===== src/rtl/lx_pkg.sv =====
package lx_pkg;

  typedef enum logic [1:0] {
    ST_IDLE  = 2'd0,
    ST_SETUP = 2'd1,
    ST_PULSE = 2'd2
  } lx_state_e;

  // nanoseconds -> clock cycles: clamp, round up, at least one
  function automatic int unsigned ns_to_cycles(input int unsigned ns,
                                               input int unsigned cap_ns,
                                               input int unsigned period_ns);
    int unsigned lim;
    int unsigned cyc;
    lim = (ns > cap_ns) ? cap_ns : ns;
    cyc = (lim + period_ns - 1) / period_ns;
    if (cyc == 0) cyc = 1;
    return cyc;
  endfunction

endpackage


===== src/rtl/lx_shadow.sv =====
module lx_shadow #(
  parameter int N_LATCH = 4,
  parameter int LINES   = 4,
  parameter int IDX_W   = 5,
  localparam int TOTAL  = N_LATCH * LINES
) (
  input  logic             clk,
  input  logic             rst_n,
  input  logic             wr_en,
  input  logic [IDX_W-1:0] wr_idx,
  input  logic [IDX_W-1:0] wr_grp,
  input  logic             wr_val,
  output logic [LINES-1:0] bus_q
);

  logic [TOTAL-1:0] shadow_q;
  logic [TOTAL-1:0] shadow_nxt;
  logic [LINES-1:0] group_bits;

  always_comb begin
    shadow_nxt = shadow_q;
    for (int b = 0; b < TOTAL; b++) begin
      if (wr_en && (wr_idx == IDX_W'(b))) shadow_nxt[b] = wr_val;
    end
  end

  always_comb begin
    group_bits = '0;
    for (int g = 0; g < N_LATCH; g++) begin
      if (wr_grp == IDX_W'(g)) group_bits = shadow_nxt[g*LINES +: LINES];
    end
  end

  always_ff @(posedge clk) begin
    if (!rst_n) begin
      shadow_q <= '0;
      bus_q    <= '0;
    end else if (wr_en) begin
      shadow_q <= shadow_nxt;
      bus_q    <= group_bits;
    end
  end


  shadow_one_bit_chk: assert property (@(posedge clk) disable iff (!rst_n)
    $countones(shadow_q ^ $past(shadow_q)) <= 1);


  bus_hold_chk: assert property (@(posedge clk) disable iff (!rst_n)
    !$past(wr_en) |-> $stable(bus_q));

endmodule


===== src/rtl/lx_pulse_seq.sv =====
module lx_pulse_seq #(
  parameter int N_LATCH = 4,
  parameter int IDX_W   = 5,
  parameter int CNT_W   = 10
) (
  input  logic               clk,
  input  logic               rst_n,
  input  logic               start,
  input  logic [IDX_W-1:0]   grp,
  input  logic [CNT_W-1:0]   setup_cyc,
  input  logic [CNT_W-1:0]   pulse_cyc,
  output logic               busy,
  output logic               clk_rise_evt,
  output logic               clk_fall_evt,
  output logic [N_LATCH-1:0] latch_clk
);
  import lx_pkg::*;

  lx_state_e          st_q;
  logic [CNT_W-1:0]   cnt_q;
  logic [CNT_W-1:0]   pulse_q;
  logic [IDX_W-1:0]   grp_q;
  logic [N_LATCH-1:0] sel_vec;
  logic               cnt_done;

  for (genvar g = 0; g < N_LATCH; g++) begin : g_sel
    assign sel_vec[g] = (grp_q == IDX_W'(g));
  end

  assign cnt_done     = (cnt_q == '0);
  assign busy         = (st_q != ST_IDLE);
  assign clk_rise_evt = (st_q == ST_SETUP) && cnt_done;
  assign clk_fall_evt = (st_q == ST_PULSE) && cnt_done;

  always_ff @(posedge clk) begin
    if (!rst_n) begin
      st_q      <= ST_IDLE;
      cnt_q     <= '0;
      pulse_q   <= '0;
      grp_q     <= '0;
      latch_clk <= '0;
    end else begin
      case (st_q)
        ST_IDLE: if (start) begin
          st_q    <= ST_SETUP;
          cnt_q   <= setup_cyc - 1'b1;
          pulse_q <= pulse_cyc;
          grp_q   <= grp;
        end
        ST_SETUP: if (cnt_done) begin
          st_q      <= ST_PULSE;
          cnt_q     <= pulse_q - 1'b1;
          latch_clk <= sel_vec;
        end else begin
          cnt_q <= cnt_q - 1'b1;
        end
        ST_PULSE: if (cnt_done) begin
          st_q      <= ST_IDLE;
          latch_clk <= '0;
        end else begin
          cnt_q <= cnt_q - 1'b1;
        end
        default: st_q <= ST_IDLE;
      endcase
    end
  end


  one_clock_chk: assert property (@(posedge clk) disable iff (!rst_n)
    $onehot0(latch_clk));


  clk_only_busy_chk: assert property (@(posedge clk) disable iff (!rst_n)
    (|latch_clk) |-> busy);


  rise_on_event_chk: assert property (@(posedge clk) disable iff (!rst_n)
    clk_rise_evt |=> ($countones(latch_clk) == 1));


  fall_on_event_chk: assert property (@(posedge clk) disable iff (!rst_n)
    clk_fall_evt |=> (latch_clk == '0) && !busy);

endmodule


===== src/rtl/lx_expander.sv =====
module lx_expander #(
  parameter int N_LATCH = 4,
  parameter int LINES   = 4,
  parameter int IDX_W   = 5,
  parameter int CLK_NS  = 8,
  parameter int MAX_NS  = 5000,
  localparam int TOTAL  = N_LATCH * LINES,
  localparam int CNT_W  = $clog2(MAX_NS / CLK_NS + 2)
) (
  input  logic               clk,
  input  logic               rst_n,
  input  logic               req_valid,
  input  logic [IDX_W-1:0]   req_idx,
  input  logic               req_val,
  output logic               req_ready,
  output logic               req_err,
  input  logic [15:0]        setup_ns,
  input  logic [15:0]        pulse_ns,
  output logic [LINES-1:0]   bus_data,
  output logic [N_LATCH-1:0] latch_clk,
  output logic [TOTAL-1:0]   dir_out
);
  import lx_pkg::*;

  logic             in_range;
  logic             accept_evt;
  logic             reject_evt;
  logic             busy;
  logic             rise_evt;
  logic             fall_evt;
  logic [IDX_W-1:0] grp;
  logic [CNT_W-1:0] setup_cyc;
  logic [CNT_W-1:0] pulse_cyc;

  assign in_range   = ({1'b0, req_idx} < (IDX_W+1)'(TOTAL));
  assign accept_evt = req_valid && req_ready && in_range;
  assign reject_evt = req_valid && req_ready && !in_range;
  assign grp        = req_idx / IDX_W'(LINES);
  assign req_ready  = !busy;
  assign dir_out    = '1;

  assign setup_cyc = CNT_W'(ns_to_cycles(int'(setup_ns), MAX_NS, CLK_NS));
  assign pulse_cyc = CNT_W'(ns_to_cycles(int'(pulse_ns), MAX_NS, CLK_NS));

  always_ff @(posedge clk) begin
    if (!rst_n) req_err <= 1'b0;
    else        req_err <= reject_evt;
  end

  lx_shadow #(.N_LATCH(N_LATCH), .LINES(LINES), .IDX_W(IDX_W)) u_shadow (
    .clk    (clk),
    .rst_n  (rst_n),
    .wr_en  (accept_evt),
    .wr_idx (req_idx),
    .wr_grp (grp),
    .wr_val (req_val),
    .bus_q  (bus_data)
  );

  lx_pulse_seq #(.N_LATCH(N_LATCH), .IDX_W(IDX_W), .CNT_W(CNT_W)) u_seq (
    .clk          (clk),
    .rst_n        (rst_n),
    .start        (accept_evt),
    .grp          (grp),
    .setup_cyc    (setup_cyc),
    .pulse_cyc    (pulse_cyc),
    .busy         (busy),
    .clk_rise_evt (rise_evt),
    .clk_fall_evt (fall_evt),
    .latch_clk    (latch_clk)
  );


  busy_after_accept_chk: assert property (@(posedge clk) disable iff (!rst_n)
    accept_evt |=> !req_ready);


  reject_quiet_chk: assert property (@(posedge clk) disable iff (!rst_n)
    reject_evt |=> req_err && req_ready && (latch_clk == '0) && $stable(bus_data));


  bus_stable_pulse_chk: assert property (@(posedge clk) disable iff (!rst_n)
    (|latch_clk) |-> $stable(bus_data));


  err_single_cycle_chk: assert property (@(posedge clk) disable iff (!rst_n)
    req_err |=> !req_err);

endmodule


===== config.mk =====
export PLATFORM = sky130hd
export DESIGN_NAME = lx_expander
export DESIGN_NICKNAME = d
export VERILOG_FILES = /design/src/rtl/lx_pkg.sv /design/src/rtl/lx_shadow.sv /design/src/rtl/lx_pulse_seq.sv /design/src/rtl/lx_expander.sv
export SDC_FILE = /design/constraint.sdc
export NUM_CORES = 1
export LEC_CHECK = 0
export BUFFER_PORTS_ARGS = -buffer_cell sky130_fd_sc_hd__buf_2
export CAP_MARGIN = 20
export CORE_UTILIZATION = 50
export DETAILED_ROUTE_END_ITERATION = 12
export PLACE_DENSITY = 0.75
export SYNTH_ARGS = -nofsm -noshare
export SYNTH_HDL_FRONTEND = slang
export SYNTH_SLANG_ARGS = --single-unit

===== constraint.sdc =====
create_clock -name clk -period 3.8 [get_ports clk]
set_input_delay 0.38 -clock clk [delete_from_list [all_inputs] [get_ports clk]]
set_output_delay 0.38 -clock clk [all_outputs]
set_load 0.01 [all_outputs]

# Word level (Yosys, flattened, before mapping)
# Index checks and enable logic that the tools add are counted.
# word_totals
regBits,50
latch_bits,0
ramBits,0
romBits,0
in_bits,41
wordCells,115
memories,0
# classes
add_sub_neg,7
multipliers,0
div,0
magnitude_cmp,3
n_eq_ne,27
shifts,0
mux,35
bitwise_logic,0
n_reduce_logical,35
# op_table
op,count
zero test 32 bit,2
two-way mux 10 bit,5
equality test 5 x 4 -> 1 bit (second input constant),8
subtractor 17 x 1 -> 18 bit (second input constant),2
adder 16 x 4 -> 17 bit (second input constant),2
greater-than comparator 16 x 13 -> 1 bit (second input constant),2
two-way mux 16 bit,2
one-hot mux 10 bit (3 select lines),1
subtractor 10 x 1 -> 10 bit (second input constant),3
two-way mux 4 bit,6
equality test 5 x 3 -> 1 bit (second input constant),4
logical AND 1 bit,19
two-way mux 1 bit,16
zero test 5 bit,3
equality test 3 x 2 -> 1 bit (second input constant),4
equality test 5 x 2 -> 1 bit (second input constant),2
zero test 10 bit,1
AND reduction 3 bit,3
one-hot mux 4 bit (2 select lines),1
equality test 3 x 1 -> 1 bit (second input constant),2
two-way mux 2 bit,3
one-hot mux 2 bit (3 select lines),1
equality test 5 x 1 -> 1 bit (second input constant),1
< comparator 5 bit (second input constant),1
9 further kinds,13

# Longest topological paths before layout
# Gate-level depths: netlist of the first run.
# logic_depth
ltp_word,10
depth_mapped,12
mapped_depth_nobuf,10

# Hierarchy
# From an unflattened synthesis of the first run, not the netlist that was laid out.
# hier_totals
hier_cells,484
area_unflattened_um2,3762.4
# by_module_without_submodules
module,instances,cells_each,area_each_um2,seq_area_each_um2
lx_pulse_seq,1,243,1894.3,620.6
lx_shadow,1,136,1146.1,400.4
lx_expander,1,105,721.9,20.0

# Worst setup path before layout of the first run
# Ideal clock, no wire load.
# synth_path
path_kind,input to register
startpoint,in setup_ns[5]
endpoint,reg u_seq.cnt_q[6]
setup_time_ps,117
arrival_ps,2767
t_required_ps,3683
slack_ps,916
stages,12
n_path_buf,2
cell_sequence,buf_2 nor4_4 a311oi_1 o41a_1 a21oi_1 ha_1 clkbuf_1 nor3_1 a31oi_1 mux2i_1 o221ai_1 a32o_1
# synth_between
elab_chain_len,9
# synth_lines
item,line_no,source
from (decl),lx_expander.sv:17,"input logic [15:0] setup_ns,"
greater-than comparator 16 x 13 -> 1 bit,lx_pkg.sv:15,lim = (ns > cap_ns) ? cap_ns : ns;
two-way mux 16 bit (*),lx_pkg.sv:15,
adder 16 x 4 -> 17 bit (*),lx_pkg.sv:16,cyc = (lim + period_ns - 1) / period_ns;
subtractor 17 x 1 -> 18 bit (*),lx_pkg.sv:16,
zero test 32 bit,lx_pkg.sv:17,if (cyc == 0) cyc = 1;
two-way mux 10 bit (*),lx_pkg.sv:17,
subtractor 10 x 1 -> 10 bit (*),lx_pulse_seq.sv:46,cnt_q <= setup_cyc - 1'b1;
two-way mux 10 bit (*),lx_pulse_seq.sv:44,ST_IDLE: if (start) begin
one-hot mux 10 bit (3 select lines) (*),lx_pulse_seq.sv:43,case (st_q)
to (signal assigned),lx_pulse_seq.sv:46,
to (signal assigned),lx_pulse_seq.sv:52,cnt_q <= pulse_q - 1'b1;
to (signal assigned),lx_pulse_seq.sv:55,cnt_q <= cnt_q - 1'b1;
to (decl),lx_pulse_seq.sv:20,logic [CNT_W-1:0] cnt_q;
# Mark *: on every way between the ends. The rest lies on a longest branch, timed or not. The select of a mux whose other input is x is not followed.
# A chain may end at the register's enable or synchronous reset.

# Final worst setup path of the first run
# layout_path
startpoint,in setup_ns[6]
endpoint,reg u_seq.cnt_q[6]
# The elaborated chain is that of the path after synthesis.

==> results of run 1 <==
[worst max-delay path by stage]
stage	from	end	depth (start not counted)
6_report	setup_ns[6]	u_seq.cnt_q[6]	11
5_1_grt	setup_ns[3]	u_seq.cnt_q[6]	11
3_3_place_gp	setup_ns[3]	u_seq.cnt_q[6]	11
4_1_cts	setup_ns[3]	u_seq.cnt_q[6]	11
3_5_place_dp	setup_ns[3]	u_seq.cnt_q[6]	11
2_1_floorplan	setup_ns[5]	u_seq.cnt_q[6]	12
[stage by stage]
stage	worst slack, ns	cells
2_1_floorplan	0.916	484
3_3_place_gp	0.856	589
3_5_place_dp	0.740	589
4_1_cts	1.07	596
5_1_grt	0.811	596
6_report	1.05	596
[worst max-delay path: cells and delay by family]
family / cells / cell delay (ns)
buffers and inverters: 1 / 0.16
muxes: 1 / 0.21
and+or+nand+nor: 2 / 0.45
adders and majority gates: 1 / 0.40
AOI/OAI and AO/OA: 6 / 1.36
[layout by cell type, fill, tap and decap left out, types with 3 or more instances in the layout]
master,Yosys,final
a211o_1,3,3
a211oi_1,4,4
a21oi_1,35,35
a22oi_1,4,4
a31oi_1,5,5
and3_1,4,4
buf_2,6,50
clkbuf_8,0,5
conb_1,1,16
dfxtp_1,50,50
ha_1,7,7
inv_1,14,14
mux2i_1,16,16
nand2_1,59,59
nand2b_1,3,3
nand3_1,29,29
nand4_1,6,6
nor2_1,45,45
nor2b_1,4,4
nor3_1,17,17
nor3_2,3,3
nor3b_1,3,3
nor4_1,7,7
o21ai_0,25,25
o31ai_1,3,3
or3_1,4,4
xnor2_1,12,12
xor2_1,12,12
[sequential cells by signal (all words and copies together) (netlist names)]
signal,count
u_shadow.shadow_q,16
u_seq.cnt_q,10
u_seq.pulse_q,10
u_seq.latch_clk,4
u_shadow.bus_q,4
u_seq.grp_q,3
u_seq.st_q,2
req_err,1
[power groups by stage]
stage          Clock [mW]  Combinational (mW)  Sequential (mW)
6_report            0.310               0.341            0.573
5_1_grt             0.339               0.381            0.577
4_1_cts             0.321               0.337            0.572
3_5_place_dp            0               0.335            0.584
3_3_place_gp            0               0.327            0.584
2_1_floorplan           0               0.259            0.580
[layer usage]
metal / GRT usage (%) / wire length (µm)
met1: 29.9 / 3820
met2: 40.7 / 4000
met3: 3.46 / 433
met4: 6.36 / 80
met5: 0 / 0
[cell families (layout without fill, tap and decap cells)]
group | count (synthesis) | in the layout | synth area share, %
and+or+nand+nor | 198 | 198 | 27.5
AOI/OAI and AO/OA | 114 | 114 | 22.1
buffers and inverters | 57 | 73 | 8.32
DFF | 50 | 50 | 28.3
xor gates and xnor gates | 24 | 24 | 5.95
muxes | 18 | 18 | 5.17
adders and majority gates | 7 | 7 | 2.48
other | 1 | 16 | 0.106
[final cells by class]
| type | instances | share of cell area (%) |
|---|---|---|
| multi-input cells | 377 | 60.1 |
| flip-flops and latches | 50 | 26.2 |
| repair buffers | 52 | 6.95 |
| well taps | 96 | 3.15 |
| clock buffers | 5 | 1.80 |
| inverters | 14 | 1.38 |
| clock inverters | 2 | 0.361 |
==> reports/qor.yml, run 1 <==
timing:
  holdWs_ns: 0.379
  fin_crit_ns: 2.75
  slew_headroom_pct: 33.6
  finalSetupTns_ns: 0
  fmax_ghz: 0.363
  setup_viol: 0
  hold_viol: 0
  fin_skew_ns: 0.0122
  fin_crit_sh_pct: 72.5
  rsz0062_at_grt: "no"
  drv_slew: 0
  worst_slew_pin_slew_ns: 0.996
synthesis:
  synth_area_leaders: "dfxtp_1 28%, nand2_1 6.3%, a21oi_1 5.0%"
  synth_top_area_share_pct: 28.3
  netlist_area_um2: 3530
  ys_seq_area_share_pct: 28.3
  yosysWarnings: 0
  synth_most_common_cell: "nand2_1"
  synth.largest_area_cell: "dfxtp_1"
  async_flop_share_pct: 0
  ys.flop_type: "dfxtp_1"
  synth_edf_count: 0
  synthTopCellsByCount: "59 x nand2_1, 50 x dfxtp_1, 45 x nor2_1"
  synth_cell_types: 71
  ys_ff_latch: 50
  syn-mean-instance-area_um2: 7.53
  synthCells: 469
placement:
  port_buffers: 50
  dp_hpwl_um: 6100
  gp_congestion: 0.872
  placed_area_um2: 3730
detailed_routing:
  dr_total_vias: 3425
  drt-vias-per-instance: 5.75
  drc: 0
  wl_um: 8330
  drt_iter0_markers: 220
  drt-wirelength-per-cell_um: 14.0
  drtAntennaViolNets: 0
  firstDrtPassIters: 5
job:
  cap_violations: 0
clocking:
  post_cts_buffers: 0
  cts_sinks: 50
  ctsRootBufferMaster: "clkbuf_8"
  clk_path_buf_depth: 2
  cts_resized: 0
  holdBufCountCts: 0
  ctsHtreeMaxLevel: 2
  cts.clk_slew.worst_paths_ns: 0.10
  cts_buffers: 5
  cts_tree: "yes"
  clkLatencyLatePin_ns: 0.30
min_path:
  min_from: "req_valid"
  min_path_cells: 2
  hold_end: "req_err"
  hold_path.class: "input pin to flop"
worst_setup_path:
  rr_worst_depth: 9
  worstPathCellList: "buf_2 > nor4_4 > a311oi_1 > o41a_1 > a21oi_1 > ha_1 > nor3_1 > a31oi_1 > mux2i_1 > o221ai_1 > a32o_1"
  worstReg2RegEnd: "u_seq.cnt_q[6]"
  slowest_delay_ns: 0.47
  worst_setup_path_end_kind: "flop"
  path_class: "input pin to flop"
  slowest_stage: "o41a_1"
  critPathArrivalTime_ns: 2.95
  path_max_fanout: 11
  r2r_setup_slack_ns: 1.18
  start_kind: "input pin"
  reg2reg_from: "u_seq.cnt_q[0]"
  required_ns: 4.00
floorplanning:
  pin_count: 67
  start_util_pct: 52.0
  num_rows: 30
  core_area_um2: 6790
  dieArea_um2: 7410
  dieHeight_um: 86.1
  die_w_um: 86.1
power:
  combinationalPowerShare_pct: 27.8
  peakVddDrop_mv: 0.216
  finalPower_mw: 1.22
  clkPwrFrac_pct: 25.4
  power_density_nw_per_um2: 321
  seqPwrFrac_pct: 46.8
  power.internal_mw: 0.800
  p_switching_mw: 0.424
  switching_share_pct: 34.6
  leakagePower_nw: 1.52
layout:
  multi_input_area_um2: 2290
  fillers: 644
  regArea_um2: 1000
  design_area_um2: 3820
  area.growth.synth_to_final_pct: 8.00
  nets: 548
  num_antenna_cells: 0
  post-route-util_pct: 56.2
  drive_above_1_share_pct: 15.2
global_routing:
  grt_pass1_wl_um: 14200
  antenna_found_initial: 0
  grt_use_total_pct: 23.3
  grt_max_degree: 32
  grt_pass1_vias: 3132
  grt_overflow: 0
status:
  status: "finished, final reports clean"
(Power assumes the default switching activity.)
==> inputs of run 2 (changes only) <==
==> constraint.sdc (replaced) <==
create_clock -name clk -period 2.9 [get_ports clk]
set_input_delay 0.29 -clock clk [delete_from_list [all_inputs] [get_ports clk]]
set_output_delay 0.29 -clock clk [all_outputs]
set_load 0.01 [all_outputs]
==> reports/qor.yml, run 2 (synthesis results as in run 1) <==
placement:
  dp_cells: 594  # was 589
  gp_congestion: 0.883  # was 0.872
  dp_hpwl_um: 6100  # about the same
  port_buffers: 50  # unchanged
  post-place-ws_ns: 0.175  # was 0.740 ns
clocking:
  ctsHtreeMaxLevel: 2  # unchanged
  holdBufCountCts: 0  # unchanged
  ctsRootBufferMaster: "clkbuf_8"  # unchanged
  cts_buffers: 5  # unchanged
  cts_tree: "yes"  # unchanged
  cts.clk_slew.worst_paths_ns: 0.10  # about the same
  cts_resized: 0  # unchanged
  post_cts_buffers: 0  # unchanged
  clkLatencyLatePin_ns: 0.31  # was 0.30 ns
  clk_path_buf_depth: 2  # unchanged
  cts_sinks: 50  # unchanged
layout:
  area.growth.synth_to_final_pct: 10.2  # was 8.00%
  drive_above_1_share_pct: 16.2  # was 15.2%
  largest-register: "u_shadow.shadow_q"  # unchanged
  num_antenna_cells: 0  # unchanged
  post-route-util_pct: 57.3  # was 56.2%
  reg.largest.list: "u_shadow.shadow_q: 16 flops, u_seq.cnt_q: 10 flops, u_seq.pulse_q: 10 flops"  # unchanged
  fillers: 645  # was 644
  final_cell_mix: "59 x nand2_1, 50 x buf_2, 50 x dfxtp_1, 45 x nor2_1, 35 x a21oi_1"  # unchanged
  final_common_cell: "nand2_1"  # unchanged
  nets: 553  # was 548
  fin_cells: 602  # was 596
  largest_reg_flops: 16  # unchanged
timing:
  fmax_ghz: 0.414
  drv_slew: 0  # unchanged
  worst_slew_pin_slew_ns: 0.982  # was 0.996 ns
  fin_skew_ns: 0.0109  # was 0.0122 ns
  setup_viol: 0  # unchanged
  fin_crit_sh_pct: 83.3
  holdWs_ns: 0.288  # was 0.379 ns
  worst_slack_ns: 0.485  # was 1.05 ns
  slew_headroom_pct: 34.5  # was 33.6%
  finalSetupTns_ns: 0  # unchanged
  hold_viol: 0  # unchanged
  fin_crit_ns: 2.41
  rsz0062_at_grt: "no"  # unchanged
worst_setup_path:
  critPathArrivalTime_ns: 2.58  # was 2.95 ns
  reg2reg_from: "u_seq.cnt_q[0]"  # unchanged
  path_class: "flop to flop"  # was input pin to flop
  worstReg2RegEnd: "u_seq.cnt_q[1]"  # was u_seq.cnt_q[6]
  rr_worst_depth: 9  # unchanged
  path_max_fanout: 11  # unchanged
  start_kind: "flop"  # was input pin
  worst_setup_path_end_kind: "flop"  # unchanged
  r2r_setup_slack_ns: 0.49  # was 1.18 ns
  required_ns: 3.06  # was 4.00 ns
min_path:
  min_path_cells: 2  # unchanged
  min_from: "req_valid"  # unchanged
  hold_end: "req_err"  # unchanged
  hold_path.class: "input pin to flop"  # unchanged
power:
  power_density_nw_per_um2: 447  # was 321 nW/µm²
  clkPwrFrac_pct: 30.7  # was 25.4%
  power.internal_mw: 1.18  # was 0.800 mW
  p_switching_mw: 0.564  # was 0.424 mW
  leakagePower_nw: 1.56  # was 1.52 nW
  seqPwrFrac_pct: 43.1  # was 46.8%
  combinationalPowerShare_pct: 26.1  # was 27.8%
  switching_share_pct: 32.4  # was 34.6%
  peakVddDrop_mv: 0.245  # was 0.216 mV
detailed_routing:
  drt-vias-per-instance: 5.67  # was 5.75
  drc: 0  # unchanged
  dr_total_vias: 3413  # was 3425
  wl_um: 8170  # was 8330 µm
  firstDrtPassIters: 4  # was 5
  drt-wirelength-per-cell_um: 13.6  # was 14.0 µm
  drtAntennaViolNets: 0  # unchanged
  drt_iter0_markers: 267  # was 220
floorplanning:
  dieHeight_um: 86.1  # unchanged
  core_area_um2: 6790  # unchanged
  pin_count: 67  # unchanged
  start_util_pct: 52.0  # unchanged
  die_w_um: 86.1  # unchanged
  num_rows: 30  # unchanged
  dieArea_um2: 7410  # unchanged
status:
  status: "finished, final reports clean"  # unchanged
global_routing:
  antenna_found_initial: 0  # unchanged
  grt_max_degree: 32  # unchanged
  grt_pass1_vias: 3120  # was 3132
  grt_use_total_pct: 23.1  # was 23.3%
  grt_overflow: 0  # unchanged
  grt_pass1_wl_um: 14000  # was 14200 µm
job:
  cap_violations: 0  # unchanged
==> run 2: worst max path at each step <==
stage | slack (ns) | end | cells past startpoint | from
global route | 0.25 | u_seq.cnt_q[1] | 9 | u_seq.cnt_q[0]
global placement | 0.26 | u_seq.cnt_q[6] | 11 | setup_ns[6]
detailed placement | 0.17 | u_seq.cnt_q[6] | 11 | setup_ns[6]
floorplan | 0.11 | u_seq.cnt_q[6] | 12 | setup_ns[5]
CTS | 0.49 | u_seq.cnt_q[6] | 11 | setup_ns[6]
finish | 0.49 | u_seq.cnt_q[1] | 9 | u_seq.cnt_q[0]
==> run 2: cell type report <==
cell class / instances / area [µm²] / share of cell area (%)
multi-input cells: 377 / 2290 / 59.0
flip-flops and latches: 50 / 1000 / 25.7
clock buffers: 6 / 82.6 / 2.12
inverters: 14 / 52.6 / 1.35
repair buffers: 57 / 303 / 7.78
clock inverters: 2 / 38.8 / 0.996
well taps: 96 / 120 / 3.09
==> run 2: metrics by stage <==
stage	area [µm²]	total power, mW
2_1_floorplan	3590	1.10
3_5_place_dp	3770	1.21
5_1_grt	3890	1.83
4_1_cts	3890	1.74
6_report	3890	1.74
3_3_place_gp	3770	1.21
==> run 2: routing by layer <==
metal	vias up	routed length, µm	track usage [%]
met3	10	414	2.69
met5	-	0	0
met1	1568	3830	30.4
met4	0	97	6.82
met2	107	3830	39.7
li1	1728	-	-
==> run 2: power groups by stage <==
| stage | sequential [mW] | combinational [mW] | clock, mW |
|---|---|---|---|
| after floorplan | 0.761 | 0.339 | 0 |
| after global placement | 0.765 | 0.442 | 0 |
| after detailed placement | 0.765 | 0.449 | 0 |
| after CTS | 0.750 | 0.451 | 0.543 |
| after global routing | 0.755 | 0.510 | 0.565 |
| final | 0.750 | 0.455 | 0.534 |
==> run 2: critical path: stages (launching register included) <==
cell and delay (ns):
dfxtp_1 0.36, inv_1 0.09, ha_1 0.28, nor4b_1 0.39, and3_1 0.42, a211oi_1 0.17, buf_4 0.22, o21ai_0 0.11
a2bb2oi_1 0.18, nor2_1 0.05
==> inputs of run 3 (changes only) <==
==> constraint.sdc (replaced) <==
create_clock -name clk -period 2.5 [get_ports clk]
set_input_delay 0.25 -clock clk [delete_from_list [all_inputs] [get_ports clk]]
set_output_delay 0.25 -clock clk [all_outputs]
set_load 0.01 [all_outputs]
==> reports/qor.yml, run 3 (synthesis results as in run 1) <==
worst_setup_path:
  worstReg2RegEnd: "u_seq.cnt_q[2]"  # was u_seq.cnt_q[1]
  required_ns: 2.71  # was 3.06 ns
  start_kind: "flop"  # unchanged
  worst_setup_path_end_kind: "flop"  # unchanged
  critPathArrivalTime_ns: 2.51  # was 2.58 ns
  path_max_fanout: 13  # was 11
  reg2reg_from: "u_seq.cnt_q[0]"  # unchanged
  path_class: "flop to flop"  # unchanged
  rr_worst_depth: 8  # was 9
  r2r_setup_slack_ns: 0.20  # was 0.49 ns
floorplanning:
  dieArea_um2: 7410  # unchanged
  start_util_pct: 52.0  # unchanged
  dieHeight_um: 86.1  # unchanged
  die_w_um: 86.1  # unchanged
  pin_count: 67  # unchanged
  num_rows: 30  # unchanged
  core_area_um2: 6790  # unchanged
layout:
  nets: 571  # was 553
  post-route-util_pct: 59.0  # was 57.3%
  reg.largest.list: "u_shadow.shadow_q: 16 flops, u_seq.cnt_q: 10 flops, u_seq.pulse_q: 10 flops"  # unchanged
  largest_reg_flops: 16  # unchanged
  fin_cells: 619  # was 602
  final_cell_mix: "59 x nand2_1, 50 x buf_2, 50 x dfxtp_1, 45 x nor2_1, 34 x a21oi_1"  # was 59 x nand2_1, 50 x buf_2, 50 x dfxtp_1, 45 x nor2_1, 35 x a21oi_1
  fillers: 645  # unchanged
  area.growth.synth_to_final_pct: 13.4  # was 10.2%
  drive_above_1_share_pct: 19.5  # was 16.2%
  final_common_cell: "nand2_1"  # unchanged
  num_antenna_cells: 0  # unchanged
  design_area_um2: 4010  # was 3890 µm²
  largest-register: "u_shadow.shadow_q"  # unchanged
timing:
  fin_crit_ns: 2.30  # was 2.41 ns
  hold_viol: 0  # unchanged
  drv_slew: 0  # unchanged
  setup_viol: 0  # unchanged
  rsz0062_at_grt: "no"  # unchanged
  worst_slew_pin_slew_ns: 0.983  # was 0.982 ns
  fmax_ghz: 0.435  # was 0.414 GHz
  fin_crit_sh_pct: 92.0  # was 83.3%
  slew_headroom_pct: 34.4  # was 34.5%
  worst_slack_ns: 0.199  # was 0.485 ns
  fin_skew_ns: 0.00448  # was 0.0109 ns
clocking:
  ctsRootBufferMaster: "clkbuf_8"  # unchanged
  ctsHtreeMaxLevel: 2  # unchanged
  cts.clk_slew.worst_paths_ns: 0.09  # was 0.10 ns
  clkLatencyLatePin_ns: 0.30  # was 0.31 ns
  cts_buffers: 5  # unchanged
  cts_sinks: 50  # unchanged
  post_cts_buffers: 0  # unchanged
  clk_path_buf_depth: 2  # unchanged
  cts_tree: "yes"  # unchanged
detailed_routing:
  dr_total_vias: 3528  # was 3413
  drtAntennaViolNets: 0  # unchanged
  drt-vias-per-instance: 5.70  # was 5.67
  firstDrtPassIters: 4  # unchanged
  drt_iter0_markers: 193  # was 267
  drc: 0  # unchanged
  drt-wirelength-per-cell_um: 14.1  # was 13.6 µm
  wl_um: 8750  # was 8170 µm
placement:
  gp_congestion: 0.886  # was 0.883
  post-place-ws_ns: -0.0454  # was 0.175 ns
  dp_cells: 612  # was 594
  port_buffers: 50  # unchanged
  dp_hpwl_um: 6470  # was 6100 µm
  placed_area_um2: 3920  # was 3770 µm²
power:
  leakagePower_nw: 1.63  # was 1.56 nW
  switching_share_pct: 34.0  # was 32.4%
  power.internal_mw: 1.25  # was 1.18 mW
  power_density_nw_per_um2: 474  # was 447 nW/µm²
  p_switching_mw: 0.645  # was 0.564 mW
  combinationalPowerShare_pct: 30.0  # was 26.1%
  seqPwrFrac_pct: 45.9  # was 43.1%
  clkPwrFrac_pct: 24.1  # was 30.7%
  peakVddDrop_mv: 0.245  # about the same
  finalPower_mw: 1.90  # was 1.74 mW
global_routing:
  grt_pass1_wl_um: 14700  # was 14000 µm
  grt_pass1_vias: 3300  # was 3120
  grt_max_degree: 32  # unchanged
  antenna_found_initial: 0  # unchanged
  grt_overflow: 0  # unchanged
  grt_use_total_pct: 24.3  # was 23.1%
min_path:
  min_path_cells: 2  # unchanged
  hold_path.class: "input pin to flop"  # unchanged
  min_from: "req_valid"  # unchanged
  hold_end: "req_err"  # unchanged
status:
  status: "finished, final reports clean"  # unchanged
job:
  cap_violations: 0  # unchanged
==> run 3: cell count changes in the layout (fill, tap and decap cells not counted), sizes merged <==
cell / before / now
bufinv: 1 / 0
buf: 57 / 75
inv: 15 / 14
clkinvlp: 0 / 1
==> run 3: worst max-delay path by stage <==
stage / startpoint / end / slack [ns]
2_1_floorplan: setup_ns[6] / u_seq.cnt_q[6] / -0.07
3_3_place_gp: setup_ns[14] / u_seq.cnt_q[6] / -0.002
3_5_place_dp: setup_ns[14] / u_seq.cnt_q[6] / -0.05
4_1_cts: u_seq.cnt_q[0] / u_seq.cnt_q[5] / 0.08
5_1_grt: u_seq.st_q[1] / u_shadow.bus_q[2] / 0.06
6_report: u_seq.cnt_q[0] / u_seq.cnt_q[2] / 0.20
==> run 3: power groups by stage <==
stage	logic [mW]	registers [mW]	clock network, mW
4_1_cts	0.562	0.870	0.472
6_report	0.570	0.872	0.457
3_3_place_gp	0.542	0.887	0
5_1_grt	0.632	0.878	0.500
3_5_place_dp	0.558	0.889	0
2_1_floorplan	0.396	0.882	0
==> run 3: area by class of cell <==
| class | instances | area [µm²] | share of cell area (%) |
|---|---|---|---|
| sequential | 50 | 1000 | 25.0 |
| inverter | 14 | 52.6 | 1.31 |
| tap | 96 | 120 | 3.00 |
| clock inverter | 1 | 7.51 | 0.187 |
| multi-input combinational | 377 | 2320 | 57.8 |
| timing repair buffer | 75 | 438 | 10.9 |
| clock buffer | 6 | 72.6 | 1.81 |
==> run 3: worst max-delay path: stages (launching register included) <==
cell	delay (ns)
dfxtp_1	0.41
inv_1	0.09
ha_1	0.22
nor4b_2	0.18
and3_1	0.27
a211oi_1	0.26
buf_4	0.23
nand2_1	0.18
o41ai_2	0.37
==> run 3: metal layers <==
layer	routed length, µm	part of all wire (%)	up-vias	track usage, %
met4	135	1.5	0	8.94
met1	4030	46	1627	30.6
met2	4140	47	119	41.6
met3	433	5.0	20	4.04
li1	-	-	1762	-
met5	0	0	-	0
==> run 3: through the flow <==
| step | hold WS (ns) | TNS [ns] |
|---|---|---|
| 2_1_floorplan | 0.406 | -0.0717 |
| 3_3_place_gp | 0.439 | -0.00215 |
| 3_5_place_dp | 0.454 | -0.0915 |
| 4_1_cts | 0.260 | 0 |
| 5_1_grt | 0.278 | 0 |
| 6_report | 0.270 | 0 |
==> run 3: repair_timing <==
action,4_1_cts,5_1_grt
resized for setup,0,2
hold buffers,0,0
endpoints found under the setup margin,0,6
